## src/rtl/rstctl_pkg.sv

```systemverilog
package rstctl_pkg;

    // Strap value that selects wait-in-reset: bit 1 high, bit 0 low.
    localparam logic [1:0] WIR_STRAP = 2'b10;

    typedef struct packed {
        logic pad_ts;     // pad float enable
        logic dbg_rst_n;  // debug domain out of reset
        logic sys_rst_n;  // system domain out of reset
        logic boot_stb;   // boot capture strobe
        logic por_seen;   // power-on request was active last cycle
        logic wir;        // wait-in-reset selected
    } top_st_t;

    typedef struct packed {
        logic rst_n;  // core out of reset
        logic hold;   // held for the debugger
        logic halt;   // halt request
    } core_st_t;

endpackage

```

## src/rtl/rstctl_sync.sv

```systemverilog
module rstctl_sync #(
    parameter int STAGES = 2
) (
    input  logic clk,
    input  logic arst_n,
    output logic rel_o
);
    logic [STAGES-1:0] sh_d, sh_q;

    always_comb begin
        sh_d = {sh_q[STAGES-2:0], 1'b1};
    end

    // Asserts as soon as the input falls, releases through STAGES flops.
    always_ff @(posedge clk or negedge arst_n) begin
        if (!arst_n) sh_q <= '0;
        else         sh_q <= sh_d;
    end

    assign rel_o = sh_q[STAGES-1];
endmodule

```

## src/rtl/rstctl_cfg.sv

```systemverilog
module rstctl_cfg #(
    parameter int CFG_W = 4
) (
    input  logic             clk,
    input  logic             clr,
    input  logic             we,
    input  logic [CFG_W-1:0] wdata,
    output logic [CFG_W-1:0] cfg_o
);
    logic [CFG_W-1:0] cfg_d, cfg_q;

    always_comb begin
        cfg_d = cfg_q;
        if (clr)     cfg_d = '0;
        else if (we) cfg_d = wdata;
    end

    always_ff @(posedge clk) begin
        cfg_q <= cfg_d;
    end

    assign cfg_o = cfg_q;
endmodule

```

## src/rtl/rstctl_core.sv

```systemverilog
module rstctl_core
    import rstctl_pkg::*;
(
    input  logic clk,
    input  logic sys_rst_n,
    input  logic wir,
    input  logic halt_en,
    input  logic release_i,
    output logic rst_n_o,
    output logic halt_o
);
    core_st_t st_d, st_q;

    always_comb begin
        st_d = st_q;
        if (!sys_rst_n) begin
            st_d.hold  = wir;
            st_d.rst_n = 1'b0;
        end else begin
            if (release_i) st_d.hold = 1'b0;
            st_d.rst_n = !st_d.hold;
        end
        // While in reset the halt request follows its enable bit.
        if (!st_q.rst_n)     st_d.halt = halt_en;
        else if (release_i)  st_d.halt = 1'b0;
    end

    always_ff @(posedge clk) begin
        st_q <= st_d;
    end

    assign rst_n_o = st_q.rst_n;
    assign halt_o  = st_q.halt;
endmodule

```

## src/rtl/rstctl_top.sv

```systemverilog
module rstctl_top
    import rstctl_pkg::*;
#(
    parameter int NCORE       = 4,
    parameter int SYNC_STAGES = 2
) (
    input  logic             clk,
    input  logic             por_n,
    input  logic             full_n,
    input  logic             warm_n,
    input  logic [1:0]       dbg_strap,
    input  logic [NCORE-1:0] dbg_release,
    input  logic             cfg_we,
    input  logic [NCORE:0]   cfg_wdata,
    output logic [NCORE:0]   cfg_rdata,
    output logic             pad_tristate,
    output logic             boot_latch,
    output logic             dbg_rst_n,
    output logic             sys_rst_n,
    output logic [NCORE-1:0] core_rst_n,
    output logic [NCORE-1:0] core_halt
);
    localparam int CFG_W = NCORE + 1;

    logic por_rel, full_rel, warm_rel;
    logic por_act, hard_act, warm_act;
    logic [CFG_W-1:0] cfg;
    top_st_t st_d, st_q;

    rstctl_sync #(.STAGES(SYNC_STAGES)) u_sync_por  (.clk(clk), .arst_n(por_n),  .rel_o(por_rel));
    rstctl_sync #(.STAGES(SYNC_STAGES)) u_sync_full (.clk(clk), .arst_n(full_n), .rel_o(full_rel));
    rstctl_sync #(.STAGES(SYNC_STAGES)) u_sync_warm (.clk(clk), .arst_n(warm_n), .rel_o(warm_rel));

    assign por_act  = !por_rel;
    assign hard_act = !por_rel || !full_rel;
    assign warm_act = !warm_rel && !cfg[0];

    // Debug-domain configuration: cleared only by the hard requests.
    rstctl_cfg #(.CFG_W(CFG_W)) u_cfg (
        .clk(clk), .clr(hard_act), .we(cfg_we), .wdata(cfg_wdata), .cfg_o(cfg)
    );

    always_comb begin
        st_d           = st_q;
        st_d.pad_ts    = por_act;
        st_d.dbg_rst_n = !hard_act;
        st_d.sys_rst_n = !hard_act && !warm_act && st_q.dbg_rst_n;
        st_d.boot_stb  = !hard_act && !st_q.dbg_rst_n;
        st_d.por_seen  = por_act;
        if (por_act)            st_d.wir = 1'b0;
        else if (st_q.por_seen) st_d.wir = (dbg_strap == WIR_STRAP);
    end

    always_ff @(posedge clk) begin
        st_q <= st_d;
    end

    for (genvar i = 0; i < NCORE; i++) begin : g_core
        rstctl_core u_core (
            .clk       (clk),
            .sys_rst_n (st_q.sys_rst_n),
            .wir       (st_q.wir),
            .halt_en   (cfg[i+1]),
            .release_i (dbg_release[i]),
            .rst_n_o   (core_rst_n[i]),
            .halt_o    (core_halt[i])
        );
    end

    assign cfg_rdata    = cfg;
    assign pad_tristate = st_q.pad_ts;
    assign boot_latch   = st_q.boot_stb;
    assign dbg_rst_n    = st_q.dbg_rst_n;
    assign sys_rst_n    = st_q.sys_rst_n;
endmodule

```

## config.mk

```make
export PLATFORM = sky130hd
export DESIGN_NAME = rstctl_top
export DESIGN_NICKNAME = d
export VERILOG_FILES = /design/src/rtl/rstctl_pkg.sv /design/src/rtl/rstctl_sync.sv /design/src/rtl/rstctl_cfg.sv /design/src/rtl/rstctl_core.sv /design/src/rtl/rstctl_top.sv
export SDC_FILE = /design/constraint.sdc
export NUM_CORES = 1
export LEC_CHECK = 0
export BUFFER_PORTS_ARGS = -buffer_cell sky130_fd_sc_hd__clkbuf_2
export CELL_PAD_IN_SITES_DETAIL_PLACEMENT = 1
export CELL_PAD_IN_SITES_GLOBAL_PLACEMENT = 2
export CORE_AREA = 4 4 63 65
export DETAILED_ROUTE_END_ITERATION = 10
export DIE_AREA = 0 0 67 69
export PLACE_DENSITY_LB_ADDON = 0.1
export SYNTH_ARGS = -nofsm -noshare
export SYNTH_HDL_FRONTEND = slang
export SYNTH_SLANG_ARGS = --single-unit
```

## constraint.sdc

```tcl
create_clock -name clk -period 1.35 [get_ports clk]
set_clock_uncertainty 0.2 [all_clocks]
set_input_delay 0.0675 -clock clk [delete_from_list [all_inputs] [get_ports clk]]
set_output_delay 0.0675 -clock clk [all_outputs]
set_load 0.02 [all_outputs]
```

==> impl_metrics.yaml, run 1 <==
outcome:
  status: "finished clean"
layout:
  finalNonFillerCells: 171
  diodes: 0
  area_growth_pct: 34.7
  nNetsFinal: 142
  drive_above_1_share_pct: 30.4
grt:
  grt_usage_pct: 8.68
  grt_max_degree: 17
  antenna_found_initial: 0
  overflow: 0
  grt_pass1_vias: 702
  grt_pass1_wl_um: 3100
cts:
  clk_pin_slew_ns: 0.15
  h-tree-depth: 1
  cts_tree: "yes"
  numCtsBuffers: 3
  cts-root-buf: "clkbuf_4"
  clk_latency_ns: 0.32
  clk_path_buf_depth: 2
  cts_sinks: 28
flow_run:
  maxCapViolCount: 0
pwr:
  ir_drop_uv: 608
  leakage_nw: 0.640
  power.density_nw_per_um2: 1120
  finalPower_w: 0.00150
synthesis:
  synth_flop_cell: "dfxtp_1"
  ys_types: 19
  synth.most_common_cell: "dfxtp_1"
  ys_seq_area_share_pct: 63.6
  yosys-top-cells-count: "dfxtp_1, buf_4, nor2_1"
  yosys_warnings: 0
  synth-edff-count: 4
  netlist_instances: 83
  avgSynthCellArea_um2: 12.0
  async_flop_share_pct: 21.4
  synth_seq_cells: 28
  yosysTopAreaCell: "dfxtp_1"
  syn_area_um2: 992
  ys_top_cells_by_area: "dfxtp_1, dfrtp_1, edfxtp_1"
  synth_top_area_share_pct: 36.3
route:
  via_per_inst: 3.99
  drt-total-wl_um: 1750
  drc_errors: 0
  drt_iter0_drc: 7
  drtPass1Iterations: 2
  via_count: 683
  ant_nets: 0
  wl_per_cell_um: 10.2
min_path:
  hold_class: "flip-flop to flip-flop"
sta:
  hold_violations: 0
  rsz0062_at_grt: "no"
  fmax_mhz: 822
  finalWorstPathRequiredPeriod_ns: 1.22
  finalMaxSlewViolations: 0
  finalSetupViolCount: 0
  setup_tns_ns: 0
  fin_ws_ns: 0.133
  period_share_pct: 90.2
worst_setup_path:
  worst-path-buf-inv: 1
  crit_path_max_incr_delay_ns: 0.43
  critPathLaunchType: "flip-flop"
  worstSetupPathType: "flip-flop to primary output"
  worst_ep_required_time_ns: 1.08
  critPathMaxFanout: 10
  crit_family: "flip-flops"
  arrival_ns: 0.95
  slowest_stage: "dfxtp_4"
  crit_chain: "clkbuf_2"
  cp-end-kind: "primary output"
floorplan:
  dieArea_um2: 4620
  die_y_um: 69
  core_region_area_um2: 3340
  ios: 33
  start_util_pct: 29.7
  die_w_um: 67
  num_rows: 21
placed_design:
  dpl.cell_count: 149
  dpl_worst_slack_ns: 0.238
  gp_congestion: 0.582
  portBuffers: 32
  place_hpwl_um: 1350
per-stage QoR:
| step | util, % | instance area [µm²] | hold slack (ns) |
|---|---|---|---|
| floorplan | - | 1000 | -0.428 |
| global placement | 33.1 | 1100 | -0.347 |
| detailed placement | 33.1 | 1100 | -0.345 |
| CTS | 40.0 | 1330 | 0.172 |
| global route | 40.0 | 1340 | 0.184 |
| finish | 40.0 | 1340 | 0.169 |
layer usage:
layer	part of all wire, %	up-vias	global-route usage (%)
met3	6.4	2	3.73
met1	41	325	9.95
met4	0.80	0	2.70
met5	0	-	0
li1	-	338	-
met2	52	18	14.3
placed cells by master (no fill, tap or decap), types with 3 or more instances in the layout:
cell type / instances
edfxtp_1: 4
a31o_1: 4
nor2_1: 7
mux2i_1: 5
dfrtp_1: 6
clkbuf_4: 3
clkbuf_2: 32
a21boi_1: 3
conb_1: 3
inv_1: 6
nand2_1: 5
nor2b_1: 4
dlygate4sd3_1: 18
dfxtp_1: 17
layout make-up:
type                       count  area [µm²]
clock buffer                   4        47.5
fill                         388        2000
timing repair buffer          50         340
tap                           46        57.6
sequential                    28         634
multi-input combinational     37         234
inverter                       6        22.5
report_power, final:
| part | total (W) | switching (W) | internal, W |
|---|---|---|---|
| logic | 0.000143 | 0.0000642 | 0.0000787 |
| registers | 0.000894 | 0.0000162 | 0.000878 |
| clock network | 0.000463 | 0.000237 | 0.000226 |
| total | 0.00150 | 0.000318 | 0.00118 |
cell families (layout without fill, tap and decap cells):
logic type / after synthesis / count (layout) / share of synthesized area [%]
AND/OR/NAND/NOR: 19 / 19 / 9.84
flip-flops: 28 / 28 / 63.6
other: 1 / 3 / 0.378
buffers and inverters: 20 / 60 / 13.6
multiplexers: 5 / 5 / 5.04
AO/OA/AOI/OAI: 10 / 10 / 7.56
flip-flops by register name, indices dropped and copies added (netlist names):
name	cells
sys_rst_n	1
u_cfg.cfg_o	5
u_sync_warm.sh_q	2
g_core.u_core.halt_o	4
g_core.u_core.st_q	4
g_core.u_core.rst_n_o	4
u_sync_por.sh_q	2
boot_latch	1
st_q	2
dbg_rst_n	1
u_sync_full.sh_q	2
what timing repair did:
action / CTS / global route
pin swaps: 0 / 0
setup endpoints to repair: 1 / 1
hold endpoints to repair: 24 / 0
hold buffers: 18 / 0
buffers inserted: 0 / 0
resized for setup: 1 / 1
final timing paths:
check	from	to	slack [ns]	depth (start not counted)
max in group asynchronous	warm_n	u_sync_warm.sh_q[1]	0.46	3
worst min register to register	u_sync_warm.sh_q[0]	u_sync_warm.sh_q[1]	0.17	0
min in group asynchronous	full_n	u_sync_full.sh_q[0]	0.36	3
worst min-delay path	u_sync_warm.sh_q[0]	u_sync_warm.sh_q[1]	0.17	0
worst max register to register	u_sync_por.sh_q[1]	u_cfg.cfg_o[2]	0.35	2
worst max-delay path	sys_rst_n	sys_rst_n	0.13	1
Note: power is estimated with default switching activity, not from simulation.
==> run 2, diff against run 1 <==
CORE_AREA = 4 4 66 68   (was 4 4 63 65)
DIE_AREA = 0 0 70 72   (was 0 0 67 69)
clock period = 1.1 ns   (was 1.35 ns; I/O delays follow)
==> impl_metrics.yaml, run 2 (synthesized netlist as in run 1, its figures left out) <==
pwr:
  p_sw_share_pct: 21.0
  pwr-share-comb_pct: 9.2
  power.density_nw_per_um2: 1430
  power_switching_w: 0.000418
  leakage_nw: 0.661
  p_seq_share_pct: 55.0
  ir_drop_uv: 750
  p_int_w: 0.00158
  p_clk_share_pct: 35.9
layout:
  nNetsFinal: 142
  fillers: 446
  fin_area_um2: 1390
  final_cell_mix: "clkbuf_2, dlygate4sd3_1, dfxtp_1"
  diodes: 0
  fin_util_pct: 36.0
  drive_above_1_share_pct: 35.2
  area_growth_pct: 40.1
  largest_reg_flops: 5
  final_common_cell: "clkbuf_2"
cts:
  h-tree-depth: 1
  cts-root-buf: "clkbuf_8"
  hold_buffers: 17
  clk_path_buf_depth: 2
  cts_tree: "yes"
  clk_latency_ns: 0.27
  clk_pin_slew_ns: 0.09
  cts_sinks: 28
  numCtsBuffers: 3
route:
  drt-total-wl_um: 1840
  via_count: 651
  drtPass1Iterations: 4
  drt_iter0_drc: 12
  wl_per_cell_um: 10.5
  ant_nets: 0
  drc_errors: 0
  via_per_inst: 3.72
worst_setup_path:
  crit_path_max_incr_delay_ns: 0.37
  critPathLaunchType: "flip-flop"
  cp-end-kind: "primary output"
  arrival_ns: 0.81
  slowest_stage: "edfxtp_1"
  crit_chain: "clkbuf_2"
  crit_family: "flip-flops"
  worst-path-buf-inv: 1
  rrSetupSlack_ns: 0.08
  critPathMaxFanout: 1
  worstSetupPathType: "flip-flop to primary output"
  worst_ep_required_time_ns: 0.84
grt:
  antenna_found_initial: 0
  grt_pass1_wl_um: 3280
  overflow: 0
  grt_max_degree: 17
  grt_pass1_vias: 716
  grt_usage_pct: 8.27
sta:
  finalMaxSlewViolations: 0
  finalSetupViolCount: 0
  hold_violations: 5
  fmax_mhz: 942
  period_share_pct: 96.5
  finalWorstPathRequiredPeriod_ns: 1.06
  setup_tns_ns: 0
  whs_ns: -0.0289
  rsz0062_at_grt: "no"
flow_run:
  maxCapViolCount: 0
floorplan:
  core_region_area_um2: 3860
  die_w_um: 70
  start_util_pct: 25.7
  num_rows: 23
  dieArea_um2: 5040
  die_y_um: 72
  ios: 33
placed_design:
  portBuffers: 32
  placedInstanceArea_um2: 1110
  place_hpwl_um: 1360
  gp_congestion: 0.640
outcome:
  failed_checks: "hold timing"
  status: "complete, but fails checks"
min_path:
  hold_class: "primary input to flip-flop"
[run 2: layout make-up]
class / count / area (µm²) / area share (%)
tap: 50 / 62.6 / 4.50
multi-input combinational: 37 / 234 / 16.8
clock buffer: 4 / 66.3 / 4.77
sequential: 28 / 641 / 46.1
timing repair buffer: 50 / 364 / 26.2
inverter: 6 / 22.5 / 1.62
[run 2: timing repair]
| item | 4_1_cts | 5_1_grt |
|---|---|---|
| gates resized for setup | 8 | 19 |
| setup endpoints to repair | 4 | 14 |
| buffers inserted | 1 | 0 |
| hold endpoints to repair | 24 | 1 |
| gates cloned | 0 | 0 |
[run 2: path summary, 6_finish.rpt]
check                                      endpoint                    start  cells past startpoint
worst max-delay path                   core_halt[3]  g_core[3].u_core.halt_o                      1
worst min-delay path                 u_cfg.cfg_o[1]                   cfg_we                      3
worst max register to register       u_cfg.cfg_o[2]       u_sync_por.sh_q[1]                      2
worst min register to register  u_sync_full.sh_q[1]      u_sync_full.sh_q[0]                      0
max in group asynchronous       u_sync_warm.sh_q[1]                   warm_n                      3
min in group asynchronous       u_sync_full.sh_q[0]                   full_n                      3
[run 2: per-layer routing]
metal | vias to the layer above | global-route usage [%] | share of wire (%)
met3 | 2 | 3.32 | 6.7
met1 | 296 | 9.45 | 43
met2 | 20 | 14.3 | 49
met4 | 0 | 2.55 | 1.1
met5 | - | 0 | 0
li1 | 333 | - | -
[run 2: per-stage QoR]
stage          total power (W)  cells  hold slack (ns)  setup slack, ns
4_1_cts                0.00203    175          -0.0232         0.000284
2_1_floorplan          0.00121     85           -0.441           0.0656
5_1_grt                0.00209    175         -0.00330         0.000578
3_5_place_dp           0.00125    153           -0.358           0.0682
6_report               0.00199    175          -0.0289           0.0387
3_3_place_gp           0.00125    153           -0.359           0.0762
[run 2: power groups by stage]
stage / logic, W / registers [W] / clock network (W)
6_report: 0.000183 / 0.00110 / 0.000715
5_1_grt: 0.000203 / 0.00110 / 0.000784
4_1_cts: 0.000182 / 0.00110 / 0.000750
3_5_place_dp: 0.000130 / 0.00112 / 0
3_3_place_gp: 0.000128 / 0.00112 / 0
2_1_floorplan: 0.0000862 / 0.00112 / 0
